$ cat config.mk
export PLATFORM = sky130hd
export DESIGN_NAME = cmp_timer_chan
export DESIGN_NICKNAME = d
export VERILOG_FILES = /design/src/rtl/ctc_pkg.sv /design/src/rtl/ctc_regs.sv /design/src/rtl/ctc_match.sv /design/src/rtl/ctc_wrap.sv /design/src/rtl/cmp_timer_chan.sv
export SDC_FILE = /design/constraint.sdc
export NUM_CORES = 1
export LEC_CHECK = 0
export BUFFER_PORTS_ARGS = -buffer_cell sky130_fd_sc_hd__clkbuf_2
export CORE_UTILIZATION = 50
export DETAILED_ROUTE_END_ITERATION = 12
export PLACE_DENSITY = 0.82
export SLEW_MARGIN = 25
export SYNTH_ARGS = -nofsm -noshare
export SYNTH_HDL_FRONTEND = slang
export SYNTH_HIERARCHICAL = 1
export SYNTH_SLANG_ARGS = --single-unit
$ cat constraint.sdc
create_clock -name clk -period 13.67 [get_ports clk]
set_input_delay 3.4175 -clock clk [delete_from_list [all_inputs] [get_ports clk]]
set_output_delay 3.4175 -clock clk [all_outputs]
set_load 0.03 [all_outputs]
$ cat src/rtl/ctc_pkg.sv
package ctc_pkg;

  // Write target selection
  typedef enum logic [1:0] {
    SEL_CFG    = 2'd0,
    SEL_CMP_LO = 2'd1,
    SEL_CMP_HI = 2'd2,
    SEL_NONE   = 2'd3
  } reg_sel_e;

  // Bit positions inside the configuration word
  localparam int unsigned BIT_LEVEL  = 1;
  localparam int unsigned BIT_EN     = 2;
  localparam int unsigned BIT_PER    = 3;
  localparam int unsigned BIT_PCAP   = 4;
  localparam int unsigned BIT_WCAP   = 5;
  localparam int unsigned BIT_SETV   = 6;
  localparam int unsigned BIT_M32    = 8;

  // Writable control flags held by the channel
  typedef struct packed {
    logic level;
    logic en;
    logic periodic;
    logic setval;
    logic mode32;
  } chan_flags_t;

endpackage

$ cat src/rtl/ctc_regs.sv
module ctc_regs
  import ctc_pkg::*;
#(
  parameter int unsigned WORD_W   = 32,
  parameter bit          PER_CAP  = 1'b1,
  parameter bit          WIDE_CAP = 1'b1
) (
  input  logic                  clk,
  input  logic                  rst_n,
  input  logic                  wr_en_i,
  input  logic [1:0]            wr_sel_i,
  input  logic [WORD_W-1:0]     wr_data_i,
  input  logic                  adv_i,
  output chan_flags_t           flags_o,
  output logic [WORD_W-1:0]     cfg_word_o,
  output logic [2*WORD_W-1:0]   cmp_o,
  output logic [2*WORD_W-1:0]   period_o,
  output logic                  cmp_wr_o
);

  localparam int unsigned CNT_W = 2 * WORD_W;

  chan_flags_t        flags_q;
  logic [CNT_W-1:0]   cmp_q;
  logic [CNT_W-1:0]   per_q;

  // Arithmetic helpers
  function automatic chan_flags_t cfg_decode(input logic [WORD_W-1:0] d);
    chan_flags_t f;
    f.level    = d[BIT_LEVEL];
    f.en       = d[BIT_EN];
    f.periodic = d[BIT_PER];
    f.setval   = d[BIT_SETV];
    f.mode32   = d[BIT_M32];
    return f;
  endfunction

  function automatic logic [WORD_W-1:0] lo_period(input logic [WORD_W-1:0] d,
                                                  input logic m32);
    return m32 ? {1'b0, d[WORD_W-2:0]} : d;
  endfunction

  function automatic logic [WORD_W-1:0] hi_period(input logic [WORD_W-1:0] d,
                                                  input logic m32);
    return m32 ? '0 : {1'b0, d[WORD_W-2:0]};
  endfunction

  function automatic logic [CNT_W-1:0] step_cmp(input logic [CNT_W-1:0] c,
                                                input logic [CNT_W-1:0] p,
                                                input logic m32);
    logic [WORD_W-1:0] lo_sum;
    lo_sum = c[WORD_W-1:0] + p[WORD_W-1:0];
    return m32 ? {{WORD_W{1'b0}}, lo_sum} : c + p;
  endfunction

  logic wr_cfg, wr_lo, wr_hi, load_cmp;
  assign wr_cfg   = wr_en_i && (wr_sel_i == SEL_CFG);
  assign wr_lo    = wr_en_i && (wr_sel_i == SEL_CMP_LO);
  assign wr_hi    = wr_en_i && (wr_sel_i == SEL_CMP_HI);
  assign load_cmp = !flags_q.periodic || flags_q.setval;
  assign cmp_wr_o = wr_lo || wr_hi;

  always_ff @(posedge clk or negedge rst_n) begin
    if (!rst_n) begin
      flags_q <= '0;
      cmp_q   <= '1;
      per_q   <= '0;
    end else if (wr_cfg) begin
      flags_q <= cfg_decode(wr_data_i);
      if (wr_data_i[BIT_M32]) begin
        cmp_q <= {{WORD_W{1'b0}}, cmp_q[WORD_W-1:0]};
        per_q <= {{(WORD_W+1){1'b0}}, per_q[WORD_W-2:0]};
      end
    end else if (wr_lo) begin
      if (load_cmp) begin
        cmp_q[WORD_W-1:0] <= wr_data_i;
        if (flags_q.mode32) cmp_q[CNT_W-1:WORD_W] <= '0;
      end
      if (flags_q.periodic)
        per_q[WORD_W-1:0] <= lo_period(wr_data_i, flags_q.mode32);
      flags_q.setval <= 1'b0;
    end else if (wr_hi) begin
      if (load_cmp)
        cmp_q[CNT_W-1:WORD_W] <= flags_q.mode32 ? '0 : wr_data_i;
      else
        per_q[CNT_W-1:WORD_W] <= hi_period(wr_data_i, flags_q.mode32);
      flags_q.setval <= 1'b0;
    end else if (adv_i) begin
      cmp_q <= step_cmp(cmp_q, per_q, flags_q.mode32);
    end
  end

  always_comb begin
    cfg_word_o            = '0;
    cfg_word_o[BIT_LEVEL] = flags_q.level;
    cfg_word_o[BIT_EN]    = flags_q.en;
    cfg_word_o[BIT_PER]   = flags_q.periodic;
    cfg_word_o[BIT_PCAP]  = PER_CAP;
    cfg_word_o[BIT_WCAP]  = WIDE_CAP;
    cfg_word_o[BIT_SETV]  = flags_q.setval;
    cfg_word_o[BIT_M32]   = flags_q.mode32;
  end

  assign flags_o  = flags_q;
  assign cmp_o    = cmp_q;
  assign period_o = per_q;

  assert_period_top_R4: assert property (@(posedge clk) disable iff (!rst_n)
    per_q[CNT_W-1] == 1'b0);

  assert_period_narrow_R6: assert property (@(posedge clk) disable iff (!rst_n)
    flags_q.mode32 |-> per_q[CNT_W-1:WORD_W-1] == '0);

  assert_cmp_narrow_R6: assert property (@(posedge clk) disable iff (!rst_n)
    flags_q.mode32 |-> cmp_q[CNT_W-1:WORD_W] == '0);

  assert_setval_clear_R5: assert property (@(posedge clk) disable iff (!rst_n)
    cmp_wr_o |=> !flags_q.setval);

  assert_advance_step_R8: assert property (@(posedge clk) disable iff (!rst_n)
    (adv_i && !wr_en_i && !flags_q.mode32) |=> cmp_q == $past(cmp_q + per_q));

endmodule

$ cat src/rtl/ctc_match.sv
module ctc_match
  import ctc_pkg::*;
#(
  parameter int unsigned WORD_W = 32
) (
  input  logic                  clk,
  input  logic                  rst_n,
  input  logic [2*WORD_W-1:0]   count_i,
  input  logic [2*WORD_W-1:0]   cmp_i,
  input  logic [2*WORD_W-1:0]   period_i,
  input  chan_flags_t           flags_i,
  input  logic                  run_i,
  input  logic                  cmp_wr_i,
  output logic                  reached_o,
  output logic                  adv_o,
  output logic                  match_o
);

  localparam int unsigned CNT_W = 2 * WORD_W;

  // Signed difference test at the selected width
  function automatic logic has_reached(input logic [CNT_W-1:0] c,
                                       input logic [CNT_W-1:0] n,
                                       input logic m32);
    logic [CNT_W-1:0]  dw;
    logic [WORD_W-1:0] dn;
    dw = c - n;
    dn = c[WORD_W-1:0] - n[WORD_W-1:0];
    if (m32) return dn[WORD_W-1] || (dn == '0);
    else     return dw[CNT_W-1] || (dw == '0);
  endfunction

  logic armed_q, match_q, fire_now;

  assign reached_o = has_reached(cmp_i, count_i, flags_i.mode32);
  assign adv_o     = run_i && flags_i.periodic && (|period_i) && reached_o;
  assign fire_now  = run_i && armed_q && reached_o && !cmp_wr_i;

  always_ff @(posedge clk or negedge rst_n) begin
    if (!rst_n) begin
      armed_q <= 1'b0;
      match_q <= 1'b0;
    end else begin
      if (cmp_wr_i)       armed_q <= 1'b1;
      else if (fire_now)  armed_q <= 1'b0;
      else if (!reached_o) armed_q <= 1'b1;
      match_q <= fire_now && flags_i.en;
    end
  end

  assign match_o = match_q;

  assert_match_gated_R9: assert property (@(posedge clk) disable iff (!rst_n)
    match_q |-> ($past(run_i) && $past(flags_i.en)));

  assert_match_single_R7: assert property (@(posedge clk) disable iff (!rst_n)
    match_q |=> !match_q);

  assert_match_cause_R7: assert property (@(posedge clk) disable iff (!rst_n)
    match_q |-> $past(reached_o));

endmodule

$ cat src/rtl/ctc_wrap.sv
module ctc_wrap
  import ctc_pkg::*;
#(
  parameter int unsigned WORD_W = 32
) (
  input  logic              clk,
  input  logic              rst_n,
  input  logic [WORD_W-1:0] count_lo_i,
  input  chan_flags_t       flags_i,
  input  logic              run_i,
  output logic              wrap_o
);

  logic [WORD_W-1:0] prev_lo_q;
  logic              wrap_q, edge_hit;

  assign edge_hit = run_i && flags_i.en && flags_i.mode32 && !flags_i.periodic
                    && (&count_lo_i) && !(&prev_lo_q);

  always_ff @(posedge clk or negedge rst_n) begin
    if (!rst_n) begin
      prev_lo_q <= '1;
      wrap_q    <= 1'b0;
    end else begin
      prev_lo_q <= count_lo_i;
      wrap_q    <= edge_hit;
    end
  end

  assign wrap_o = wrap_q;

  assert_wrap_mode_R10: assert property (@(posedge clk) disable iff (!rst_n)
    wrap_q |-> ($past(flags_i.mode32) && !$past(flags_i.periodic)));

  assert_wrap_single_R10: assert property (@(posedge clk) disable iff (!rst_n)
    wrap_q |=> !wrap_q);

endmodule

$ cat src/rtl/cmp_timer_chan.sv
module cmp_timer_chan
  import ctc_pkg::*;
#(
  parameter int unsigned WORD_W   = 32,
  parameter bit          PER_CAP  = 1'b1,
  parameter bit          WIDE_CAP = 1'b1
) (
  input  logic                clk,
  input  logic                rst_n,
  input  logic [63:0]         count_i,
  input  logic                run_i,
  input  logic                wr_en_i,
  input  logic [1:0]          wr_sel_i,
  input  logic [31:0]         wr_data_i,
  output logic [31:0]         cfg_o,
  output logic [63:0]         cmp_o,
  output logic [63:0]         period_o,
  output logic                evt_o,
  output logic                evt_wrap_o
);

  localparam int unsigned CNT_W = 2 * WORD_W;

  chan_flags_t        flags;
  logic [CNT_W-1:0]   cmp_val, per_val;
  logic               cmp_wr, reached, adv, match_evt, wrap_evt;

  ctc_regs #(.WORD_W(WORD_W), .PER_CAP(PER_CAP), .WIDE_CAP(WIDE_CAP)) u_regs (
    .clk        (clk),
    .rst_n      (rst_n),
    .wr_en_i    (wr_en_i),
    .wr_sel_i   (wr_sel_i),
    .wr_data_i  (wr_data_i),
    .adv_i      (adv),
    .flags_o    (flags),
    .cfg_word_o (cfg_o),
    .cmp_o      (cmp_val),
    .period_o   (per_val),
    .cmp_wr_o   (cmp_wr)
  );

  ctc_match #(.WORD_W(WORD_W)) u_match (
    .clk       (clk),
    .rst_n     (rst_n),
    .count_i   (count_i),
    .cmp_i     (cmp_val),
    .period_i  (per_val),
    .flags_i   (flags),
    .run_i     (run_i),
    .cmp_wr_i  (cmp_wr),
    .reached_o (reached),
    .adv_o     (adv),
    .match_o   (match_evt)
  );

  ctc_wrap #(.WORD_W(WORD_W)) u_wrap (
    .clk        (clk),
    .rst_n      (rst_n),
    .count_lo_i (count_i[WORD_W-1:0]),
    .flags_i    (flags),
    .run_i      (run_i),
    .wrap_o     (wrap_evt)
  );

  assign cmp_o      = cmp_val;
  assign period_o   = per_val;
  assign evt_o      = match_evt || wrap_evt;
  assign evt_wrap_o = wrap_evt;

  assert_no_evt_in_reset_R1: assert property (@(posedge clk)
    !rst_n |=> !evt_o);

  assert_rearm_R11: assert property (@(posedge clk) disable iff (!rst_n)
    (cmp_wr && !adv) |=> !match_evt || $past(run_i));

endmodule

==> key figures <==
Drt
  – Routed WL: between 60,000 and 70,000 µm
  – First-pass DRT Iterations: 8
  – DRT antenna net count: 0
  – Via density: around 6.6
  – DRT iter0 DRCs: about 2k
  – # DRC: 0
  – Vias: between 15k and 20k
  – Routed len/inst: between 20 and 25 µm

Floorplanning
  – Row cnt: 64
  – Initial core utilization: around half
  – Die width: between 150 and 200 µm
  – Chip Height: about 180 µm
  – Die ar.: approximately 0.032 mm²
  – Placeable core region: just over 0.03 mm²
  – # IOs: 264

GRT
  – Initial antenna violation count: 0
  – Number of global-route vias before repair: approximately 15k
  – Global route overflow: 0
  – First-pass GRT wire length: 88,220 µm
  – Gr usage total: approximately 37%
  – Largest net degree at the start of global routing: 86

Power and ir drop
  – Clk network pwr share: 10.4%
  – Power Dens Cells: around 270 mW/mm²
  – VDD IR max: about 0.14 mV
  – P_int: 2.122 mW
  – Comb power frac: 67.7%
  – Switching power: between 2 and 3 mW
  – Switching share of power: roughly 55%
  – Reg power frac: around 22%
  – Pwr Total: roughly 4.7 mW
  – Leakage: approximately 8 nW

Synthesis
  – Synthesized instance count: 1,963
  – YS warnings: 6
  – Post-Syn Area: roughly 0.016 mm²
  – Mapped Avg Cell Area: about 8 µm²

Worst setup path
  – WS Path Type: in -> reg
  – Startpoint types: primary input
  – Worst-path fanout max: 34
  – CP arrival: around 9400 ps
  – CP Capture Type: flip-flop
  – Worst path required time: approximately 14,000 ps

CTS
  – Clock buffer depth: 2
  – H-tree levels: 4
  – Clock transition at the registers of the reported paths: roughly 70 ps
  – Gates resized, CTS repair: 0
  – Hold Buf Count CTS: 0
  – Buffer count from post-CTS setup fixing: 0
  – CTS Root Cell: clkbuf_16
  – CTS tree: built
  – Inserted Clock Buffers: 17
  – Clock Sinks: about 170
  – Worst-Skew Late Latency: 460 ps

Worst hold path
  – Hold Path Class: reg -> reg

Placement
  – Placer congestion estimate: ~1.0
  – # port buffers: ~240
  – DP Wirelength: 48,090 µm
  – Cell count after placement: approximately 2.5k
  – Placed Instance Area: 0.01677 mm²
  – Post-Place Worst Slack: roughly 4400 ps

Timing
  – F_max: 111.2 MHz
  – Final setup viols: 0
  – Slew Viols, Final: 0
  – Measured slew at the worst slew-check pin: between 1000 and 1500 ps
  – Fin Hold WS: 517.8 ps
  – Final Critical Period: roughly 9000 ps
  – RSZ-0062 raised after global routing: false
  – Relative slew slack: 32.68%
  – Setup TNS: 0 ps
  – Final Cycle Share: about two thirds
  – Skew final: approximately 12 ps
  – Final hold vios: 0
  – Final worst slack: roughly 4700 ps

Layout
  – Final instance area: 0.01735 mm²
  – Layout cell share with drive strength beyond 1: approximately a fifth
  – Layout Cells excl Fill: about 2.5k
  – Fillers: 2,864
  – Area grow syn2layout: 11.76%
  – Final Util: between 50% and 60%
  – Final net count: ~2.4k

Run
  – Max cap viols: 0

Outcome
  – Status: finished clean
[registers in the layout (all words and copies together) (netlist names)]
register,count
u_regs/cmp_o,64
u_regs/period_o,63
u_wrap/prev_lo_q,32
u_regs/cfg_word_o,5
u_match/armed_q,1
u_match/match_o,1
u_wrap/wrap_o,1
[power by group through the flow]
stage	sequential (mW)	clock [mW]	combinational, mW
floorplan	1.16	0	2.06
global route	1.04	0.517	3.45
finish	1.03	0.493	3.21
global placement	1.02	0	3.08
CTS	1.02	0.497	3.12
detailed placement	1.02	0	3.10
[cell usage in the layout (no fill, tap or decap), types with 29 or more instances in the layout]
master / count
mux2_2: 34
inv_1: 105
nand3_1: 38
nand2_1: 248
dfrtp_1: 71
a21oi_1: 191
nor3_1: 29
o21ai_0: 160
nor2_1: 139
nand4_1: 61
clkbuf_2: 234
a21o_1: 45
xor2_1: 40
ha_1: 126
xnor2_1: 53
nor4_1: 33
a22oi_1: 30
dfstp_2: 96
[path summary, 6_finish.rpt]
path | from | endpoint | slack (ps) | cells past startpoint
max reg2reg | u_regs/cmp_o[0] | u_regs/cmp_o[62] | 7080 | 20
min in group asynchronous | rst_n | u_regs/period_o[53] | 3010 | 1
min reg2reg | u_regs/cfg_word_o[1] | u_regs/cfg_word_o[1] | 520 | 1
min | u_regs/cfg_word_o[1] | u_regs/cfg_word_o[1] | 520 | 1
max in group asynchronous | rst_n | u_regs/period_o[40] | 9370 | 2
max | count_i[0] | u_regs/cmp_o[62] | 4680 | 20
[final cells by class]
type,count,area (µm²),share of cell area (%)
diodes,1,2.502,0.01442
clock buffers,22,454.2,2.617
clock inverters,10,121.4,0.6994
inverters,105,394.1,2.271
multi-input cells,1595,10330,59.55
flip-flops and latches,167,4299,24.77
well taps,396,495.5,2.855
repair buffers,244,1254,7.224
[worst max-delay path, cell delays in order]
cell and delay, ps:
clkbuf_2 100, ha_1 230, fa_1 440, nor2b_4 150, o31ai_2 80, a211oi_1 660
nor2_1 200, o31ai_1 340, xor2_1 110, a2111o_1 320, nor4_1 180, nand4_1 220
or4_1 560, or4_4 560, a211oi_1 510, o21ai_2 130, buf_4 290, nor3_1 520
o2111ai_1 230, nand3_1 120
[metal layers]
metal / global-route usage (%) / vias up / wire, µm
li1: - / 7470 / -
met1: 49.58 / 8016 / 24630
met2: 57.59 / 1012 / 26790
met3: 5.669 / 158 / 5358
met4: 20.27 / 0 / 3273
met5: 0 / - / 0
Power figures use the tool's default switching activity.
